--- config.mk ---
export PLATFORM = sky130hd
export DESIGN_NAME = bgat_palette_unit
export DESIGN_NICKNAME = d
export VERILOG_FILES = /design/src/rtl/bgat_pkg.sv /design/src/rtl/bgat_scroll_reg.sv /design/src/rtl/bgat_attr_fetch.sv /design/src/rtl/bgat_pal_shift.sv /design/src/rtl/bgat_palette_unit.sv
export SDC_FILE = /design/constraint.sdc
export NUM_CORES = 1
export LEC_CHECK = 0
export BUFFER_PORTS_ARGS = -buffer_cell sky130_fd_sc_hd__buf_2
export CAP_MARGIN = 10
export CORE_MARGIN = 2
export CORE_UTILIZATION = 25
export DETAILED_ROUTE_END_ITERATION = 7
export GPL_ROUTABILITY_DRIVEN = 0
export PLACE_DENSITY_LB_ADDON = 0.2
export SLEW_MARGIN = 25
export SYNTH_ARGS = -nofsm -noshare
export SYNTH_HDL_FRONTEND = slang
export SYNTH_SLANG_ARGS = --single-unit
export TNS_END_PERCENT = 50
--- constraint.sdc ---
create_clock -name clk -period 2.9 [get_ports clk]
set_input_delay 0.145 -clock clk [delete_from_list [all_inputs] [get_ports clk]]
set_output_delay 0.145 -clock clk [all_outputs]
set_load 0.05 [all_outputs]
--- src/rtl/bgat_pkg.sv ---
package bgat_pkg;
    localparam int SCROLL_W   = 15;
    localparam int VRAM_AW    = 14;
    localparam int VRAM_DW    = 8;
    localparam int DOT_W      = 9;
    localparam int TILE_PX    = 8;
    localparam int PAL_W      = 2;
    localparam int COARSE_W   = 5;
    localparam int NT_X_BIT   = 10;
    localparam int QUAD_X_BIT = 1;
    localparam int QUAD_Y_BIT = 6;
    localparam int FETCH_PH   = 3;
    localparam logic [SCROLL_W-1:0] ATTR_BASE = 15'h23C0;
    localparam logic [SCROLL_W-1:0] NT_MASK   = 15'h0C00;
    localparam logic [SCROLL_W-1:0] ROW_MASK  = 15'h0038;
    localparam logic [SCROLL_W-1:0] COL_MASK  = 15'h0007;

    // Quadrant q selects the 2-bit field starting at bit 2*q.
    function automatic logic [PAL_W-1:0] quad_pick(input logic [VRAM_DW-1:0] b,
                                                   input logic [1:0] q);
        logic [VRAM_DW-1:0] s;
        s = b >> {q, 1'b0};
        return s[PAL_W-1:0];
    endfunction
endpackage

--- src/rtl/bgat_scroll_reg.sv ---
module bgat_scroll_reg
    import bgat_pkg::*;
#(
    parameter int V_W    = SCROLL_W,
    parameter int CX_W   = COARSE_W,
    parameter int NT_BIT = NT_X_BIT
) (
    input  logic           clk,
    input  logic           rst_n,
    input  logic           step,
    input  logic           load,
    input  logic [V_W-1:0] load_val,
    output logic [V_W-1:0] v_o
);
    typedef struct packed {
        logic [V_W-1:0] v;
    } scroll_st_t;

    scroll_st_t s_d, s_q;

    always_comb begin
        s_d = s_q;
        if (load) begin
            s_d.v = load_val;
        end else if (step) begin
            if (&s_q.v[CX_W-1:0]) begin
                s_d.v[CX_W-1:0] = '0;
                s_d.v[NT_BIT]   = ~s_q.v[NT_BIT];
            end else begin
                s_d.v[CX_W-1:0] = s_q.v[CX_W-1:0] + 1'b1;
            end
        end
    end

    always_ff @(posedge clk) begin
        if (!rst_n) s_q <= '0;
        else        s_q <= s_d;
    end

    assign v_o = s_q.v;

    AST_CX_STEP: assert property (@(posedge clk) disable iff (!rst_n)
        (step && !load) |=> s_q.v[CX_W-1:0] == CX_W'($past(s_q.v[CX_W-1:0]) + 1'b1));
    AST_NT_TOGGLE: assert property (@(posedge clk) disable iff (!rst_n)
        (step && !load && (&s_q.v[CX_W-1:0])) |=> s_q.v[NT_BIT] != $past(s_q.v[NT_BIT]));
    AST_LOAD_WINS: assert property (@(posedge clk) disable iff (!rst_n)
        load |=> s_q.v == $past(load_val));
    AST_V_IDLE: assert property (@(posedge clk) disable iff (!rst_n)
        (!step && !load) |=> $stable(s_q.v));
endmodule

--- src/rtl/bgat_attr_fetch.sv ---
module bgat_attr_fetch
    import bgat_pkg::*;
#(
    parameter int V_W = SCROLL_W,
    parameter int AW  = VRAM_AW,
    parameter int DW  = VRAM_DW,
    parameter int PW  = PAL_W
) (
    input  logic           clk,
    input  logic           rst_n,
    input  logic           fetch_slot,
    input  logic [V_W-1:0] v,
    output logic           rd_o,
    output logic [AW-1:0]  addr_o,
    input  logic [DW-1:0]  rdata_i,
    output logic [PW-1:0]  pal_o
);
    typedef struct packed {
        logic          pend;
        logic [1:0]    quad;
        logic [PW-1:0] pal;
    } fetch_st_t;

    fetch_st_t s_d, s_q;
    logic [V_W-1:0] addr_full;

    always_comb begin
        addr_full = ATTR_BASE | (v & NT_MASK) | ((v >> 4) & ROW_MASK) | ((v >> 2) & COL_MASK);
        addr_o    = addr_full[AW-1:0];
        rd_o      = fetch_slot;
    end

    always_comb begin
        s_d      = s_q;
        s_d.pend = fetch_slot;
        if (fetch_slot) begin
            s_d.quad = {v[QUAD_Y_BIT], v[QUAD_X_BIT]};
        end
        if (s_q.pend) begin
            s_d.pal = quad_pick(rdata_i, s_q.quad);
        end
    end

    always_ff @(posedge clk) begin
        if (!rst_n) s_q <= '0;
        else        s_q <= s_d;
    end

    assign pal_o = s_q.pal;

    AST_PAL_HOLD: assert property (@(posedge clk) disable iff (!rst_n)
        !s_q.pend |=> $stable(s_q.pal));
    AST_PEND_FOLLOWS_RD: assert property (@(posedge clk) disable iff (!rst_n)
        rd_o |=> s_q.pend);
endmodule

--- src/rtl/bgat_pal_shift.sv ---
module bgat_pal_shift
    import bgat_pkg::*;
#(
    parameter int SH_W = TILE_PX,
    parameter int PW   = PAL_W,
    localparam int FX_W = $clog2(SH_W)
) (
    input  logic            clk,
    input  logic            rst_n,
    input  logic            active,
    input  logic            boundary,
    input  logic [PW-1:0]   pal_in,
    input  logic [FX_W-1:0] fine_x,
    output logic [PW-1:0]   pal_sel
);
    localparam logic [FX_W-1:0] TOP_TAP = FX_W'(SH_W - 1);

    typedef struct packed {
        logic [PW-1:0]            feed;
        logic [PW-1:0][SH_W-1:0]  sh;
    } shift_st_t;

    shift_st_t s_d, s_q;
    logic [FX_W-1:0] tap;

    always_comb begin
        s_d = s_q;
        if (active) begin
            for (int p = 0; p < PW; p++) begin
                s_d.sh[p] = {s_q.sh[p][SH_W-2:0], s_q.feed[p]};
            end
        end
        if (boundary) begin
            s_d.feed = pal_in;
        end
    end

    always_ff @(posedge clk) begin
        if (!rst_n) s_q <= '0;
        else        s_q <= s_d;
    end

    assign tap = TOP_TAP - fine_x;

    for (genvar p = 0; p < PW; p++) begin : g_plane
        assign pal_sel[p] = s_q.sh[p][tap];

        AST_SHIFT_ADV: assert property (@(posedge clk) disable iff (!rst_n)
            active |=> s_q.sh[p][SH_W-1:1] == $past(s_q.sh[p][SH_W-2:0]));
    end

    AST_FROZEN: assert property (@(posedge clk) disable iff (!rst_n)
        !active |=> ($stable(s_q.sh) && $stable(s_q.feed)));
endmodule

--- src/rtl/bgat_palette_unit.sv ---
module bgat_palette_unit
    import bgat_pkg::*;
#(
    parameter int V_W  = SCROLL_W,
    parameter int AW   = VRAM_AW,
    parameter int DW   = VRAM_DW,
    parameter int DW_D = DOT_W,
    parameter int TW   = TILE_PX,
    parameter int PW   = PAL_W,
    localparam int FX_W    = $clog2(TW),
    localparam int TILE_LG = $clog2(TW)
) (
    input  logic            clk,
    input  logic            rst_n,
    input  logic            bg_enable,
    input  logic            render_line,
    input  logic [DW_D-1:0] dot,
    input  logic [FX_W-1:0] fine_x,
    input  logic            v_load,
    input  logic [V_W-1:0]  v_load_val,
    output logic [V_W-1:0]  scroll_v,
    output logic            vram_rd,
    output logic [AW-1:0]   vram_addr,
    input  logic [DW-1:0]   vram_rdata,
    output logic [PW-1:0]   pal_sel
);
    logic               active;
    logic [TILE_LG-1:0] phase;
    logic               boundary;
    logic               fetch_slot;
    logic [PW-1:0]      pal_fetched;

    always_comb begin
        active     = bg_enable & render_line;
        phase      = dot[TILE_LG-1:0];
        boundary   = active && (phase == '0) && (dot != '0);
        fetch_slot = active && (phase == TILE_LG'(FETCH_PH));
    end

    bgat_scroll_reg #(.V_W(V_W)) u_scroll (
        .clk      (clk),
        .rst_n    (rst_n),
        .step     (boundary),
        .load     (v_load),
        .load_val (v_load_val),
        .v_o      (scroll_v)
    );

    bgat_attr_fetch #(.V_W(V_W), .AW(AW), .DW(DW), .PW(PW)) u_fetch (
        .clk        (clk),
        .rst_n      (rst_n),
        .fetch_slot (fetch_slot),
        .v          (scroll_v),
        .rd_o       (vram_rd),
        .addr_o     (vram_addr),
        .rdata_i    (vram_rdata),
        .pal_o      (pal_fetched)
    );

    bgat_pal_shift #(.SH_W(TW), .PW(PW)) u_shift (
        .clk      (clk),
        .rst_n    (rst_n),
        .active   (active),
        .boundary (boundary),
        .pal_in   (pal_fetched),
        .fine_x   (fine_x),
        .pal_sel  (pal_sel)
    );

    AST_FETCH_GATED: assert property (@(posedge clk) disable iff (!rst_n)
        !(bg_enable && render_line) |-> !vram_rd);
    AST_DOT0_NO_STEP: assert property (@(posedge clk) disable iff (!rst_n)
        (dot == '0 && !v_load) |=> $stable(scroll_v));
endmodule

==> impl_metrics.toml <==
[outcome]
outcome = "finished, final reports clean"

[placed_design]
hpwl_mm = 2.725
dp_slack_ns = 1.286
portBuffers = 65
dp.cells = 334

[grt]
grt.total_usage_pct = 10.09
grt_pass1_wl_mm = 6.120
grt_max_degree = 40
antenna_found_initial = 0
grt_pass1_vias = 1306
grt.overflow.total = 0

[layout]
final_nets = 284
drive_gt1_share_pct = 34.16
num_antenna_cells = 0
syn_to_final_growth_pct = 25.91
instances_no_fill = 342
nFillCells = 790
seq_area_um2 = 760.7
multi_input_area_um2 = 932.1
utilization_pct = 32.12

[routing]
vias = 1416
wl_per_cell_um = 11.20
drc = 0
viasPerCell = 4.140
drt-initial-drc-count = 26
ant_nets = 0
first_pass_iters = 3
wirelength_mm = 3.831

[floorplan]
die_area_mm2 = 0.007981
fp-row-count = 31
io-pin-count = 72
coreArea_mm2 = 0.007137
die_y_um = 89.34
start_util_pct = 25.51
dieWidth_um = 89.34

[power_and_ir_drop]
power_frac_clock_pct = 42.6
power_density_mw_per_mm2 = 566.5
ir_drop_uv = 286.3
pwr-share-seq_pct = 42.1
pwr-share-comb_pct = 15.3
p_int_mw = 0.9627
p_switching_mw = 0.3359
swShare_pct = 25.86
p_leak_nw = 0.9456

[logic_synthesis]
ys_seq_elements = 38
synth_edf_count = 0
synth_area_mm2 = 0.001820
synthCells = 188
yosys_warnings = 0
async_flop_share_pct = 0
seq_area_frac_synth_pct = 41.79
yosys.cell_types.count = 28
ys.flop_type = "dfxtp_1"
avgSynthCellArea_um2 = 9.683

[worst_hold_path]
hold_depth = 3
hp-class = "input port to flip-flop"

[critical_path]
rr_worst_depth = 6
path_max_fanout = 3
startpoint_type = "flip-flop"
crit_required_ns = 2.76
cp-end-kind = "output port"
critPathKind = "flip-flop to output port"
worstPathArrival_ns = 1.57

[timing]
fin_setup_tns_ns = 0
tightest_slew_ns = 0.8131
fin_crit_ns = 1.715
rsz0062_at_grt = "no"
setup_viol = 0
fmax_mhz = 583.1
finClkSkew_ns = 0.008807
maxSlewViolCount = 0
finalHoldViolations = 0
final.period_utilization_pct = 59.13
layout_setup_ws_ns = 1.185
maxSlewHeadroom_pct = 45.79

[clock_tree]
clock_sinks = 38
post-cts-setup-buffer-count = 0
htreeDepth = 2
worstSkewPairLatency_ns = 0.29
cts-root-buf = "clkbuf_8"
cts_made_buffers = 5
ctsHoldBuffers = 0
cts.path.max_buffers = 2
clkTransAtPathRegs_ns = 0.08
cts_tree = "done"
cts_resized = 0

[run]
cap_viol_max_count = 0
-- Yosys cell counts, types with 2 or more instances --
master     n  area (um^2)
a21boi_0  16        120.1
a21oi_1    3        15.01
and2_1     2        12.51
buf_4     14        105.1
clkbuf_1   7        26.28
conb_1     2        7.510
dfxtp_1   38        760.7
ha_1       2        25.02
inv_1      2        7.510
mux2_2     2        22.52
mux2i_1   19        190.2
mux4_2     6        135.1
nand2_1   34        127.6
nand3_1    4        20.02
nand3b_1   2        15.01
nor2_1     5        18.77
nor2b_1   15        93.84
o21ai_0    4        20.02
xnor2_1    2        17.52
-- kinds of logic after synthesis --
| kind of cell | Yosys count | share of synthesized area [%] |
|---|---|---|
| compound gates | 28 | 11.68 |
| xor+xnor | 2 | 0.9624 |
| fa+ha+maj | 2 | 1.374 |
| buf+inv | 24 | 7.835 |
| flops | 38 | 41.79 |
| mux | 27 | 19.11 |
| other cells | 2 | 0.4125 |
| simple gates | 65 | 16.84 |
-- power groups by stage --
stage | Clock [mW] | Combinational [mW] | Sequential, mW
6_report | 0.553 | 0.198 | 0.547
5_1_grt | 0.594 | 0.213 | 0.550
4_1_cts | 0.574 | 0.201 | 0.547
3_5_place_dp | 0 | 0.201 | 0.559
3_3_place_gp | 0 | 0.200 | 0.559
2_1_floorplan | 0 | 0.112 | 0.603
-- routing by layer --
metal / up-vias / global-route usage, % / wire [um]
met5: - / 0 / 0
met3: 4 / 3.601 / 286
met1: 631 / 13.58 / 1880
li1: 727 / - / -
met4: 0 / 4.071 / 44
met2: 54 / 14.68 / 1621
-- final timing paths --
kind,from,endpoint,slack [ns]
worst max-delay path,u_shift.s_q[8],pal_sel[1],1.19
worst min-delay path,v_load_val[0],u_scroll.v_o[0],0.12
worst max register to register,u_scroll.v_o[1],u_scroll.v_o[3],1.45
worst min register to register,u_shift.s_q[16],u_shift.s_q[0],0.46
-- worst max-delay path, stage by stage (launching register included) --
cell,delay [ns]
dfxtp_1,0.33
mux4_2,0.48
mux2_2,0.27
buf_2,0.21
-- final cells by class --
class                   count  area share, %
multi-input cells         130          40.67
flip-flops and latches     38          33.19
repair buffers             65          14.19
well taps                  99          5.404
clock buffers               6          3.603
clock inverters             2          2.620
inverters                   2         0.3275
-- cell usage in the layout, fill, tap and decap left out --
master and instances:
a2111oi_4 1, a21bo_2 1, a21boi_0 16, a21oi_1 3, a31oi_1 1, and2_1 2, and3_1 1, buf_2 65
bufinv_16 2, clkbuf_8 6, conb_1 6, dfxtp_1 38, ha_1 2, inv_1 2, mux2_2 2, mux2i_1 19
mux4_2 6, nand2_1 34, nand2b_1 1, nand3_1 4, nand3b_1 2, nor2_1 5, nor2b_1 15, nor4_1 1
o21ai_0 4, o21ai_1 1, o311ai_0 1, xnor2_1 2
-- through the flow --
step / area [um^2] / hold WS, ns / power [mW]
detailed placement: 2150 / 0.3927 / 0.7601
global placement: 2150 / 0.3860 / 0.7592
floorplan: 1836 / 0.2907 / 0.7152
finish: 2292 / 0.1161 / 1.299
CTS: 2292 / 0.09217 / 1.322
global route: 2292 / 0.1252 / 1.356
-- registers in the layout (all words and copies together), names as in the netlist --
| register | count |
|---|---|
| u_fetch.pal_o | 2 |
| u_shift.s_q | 18 |
| u_scroll.v_o | 15 |
| u_fetch.s_q | 3 |
(Power assumes the default switching activity.)
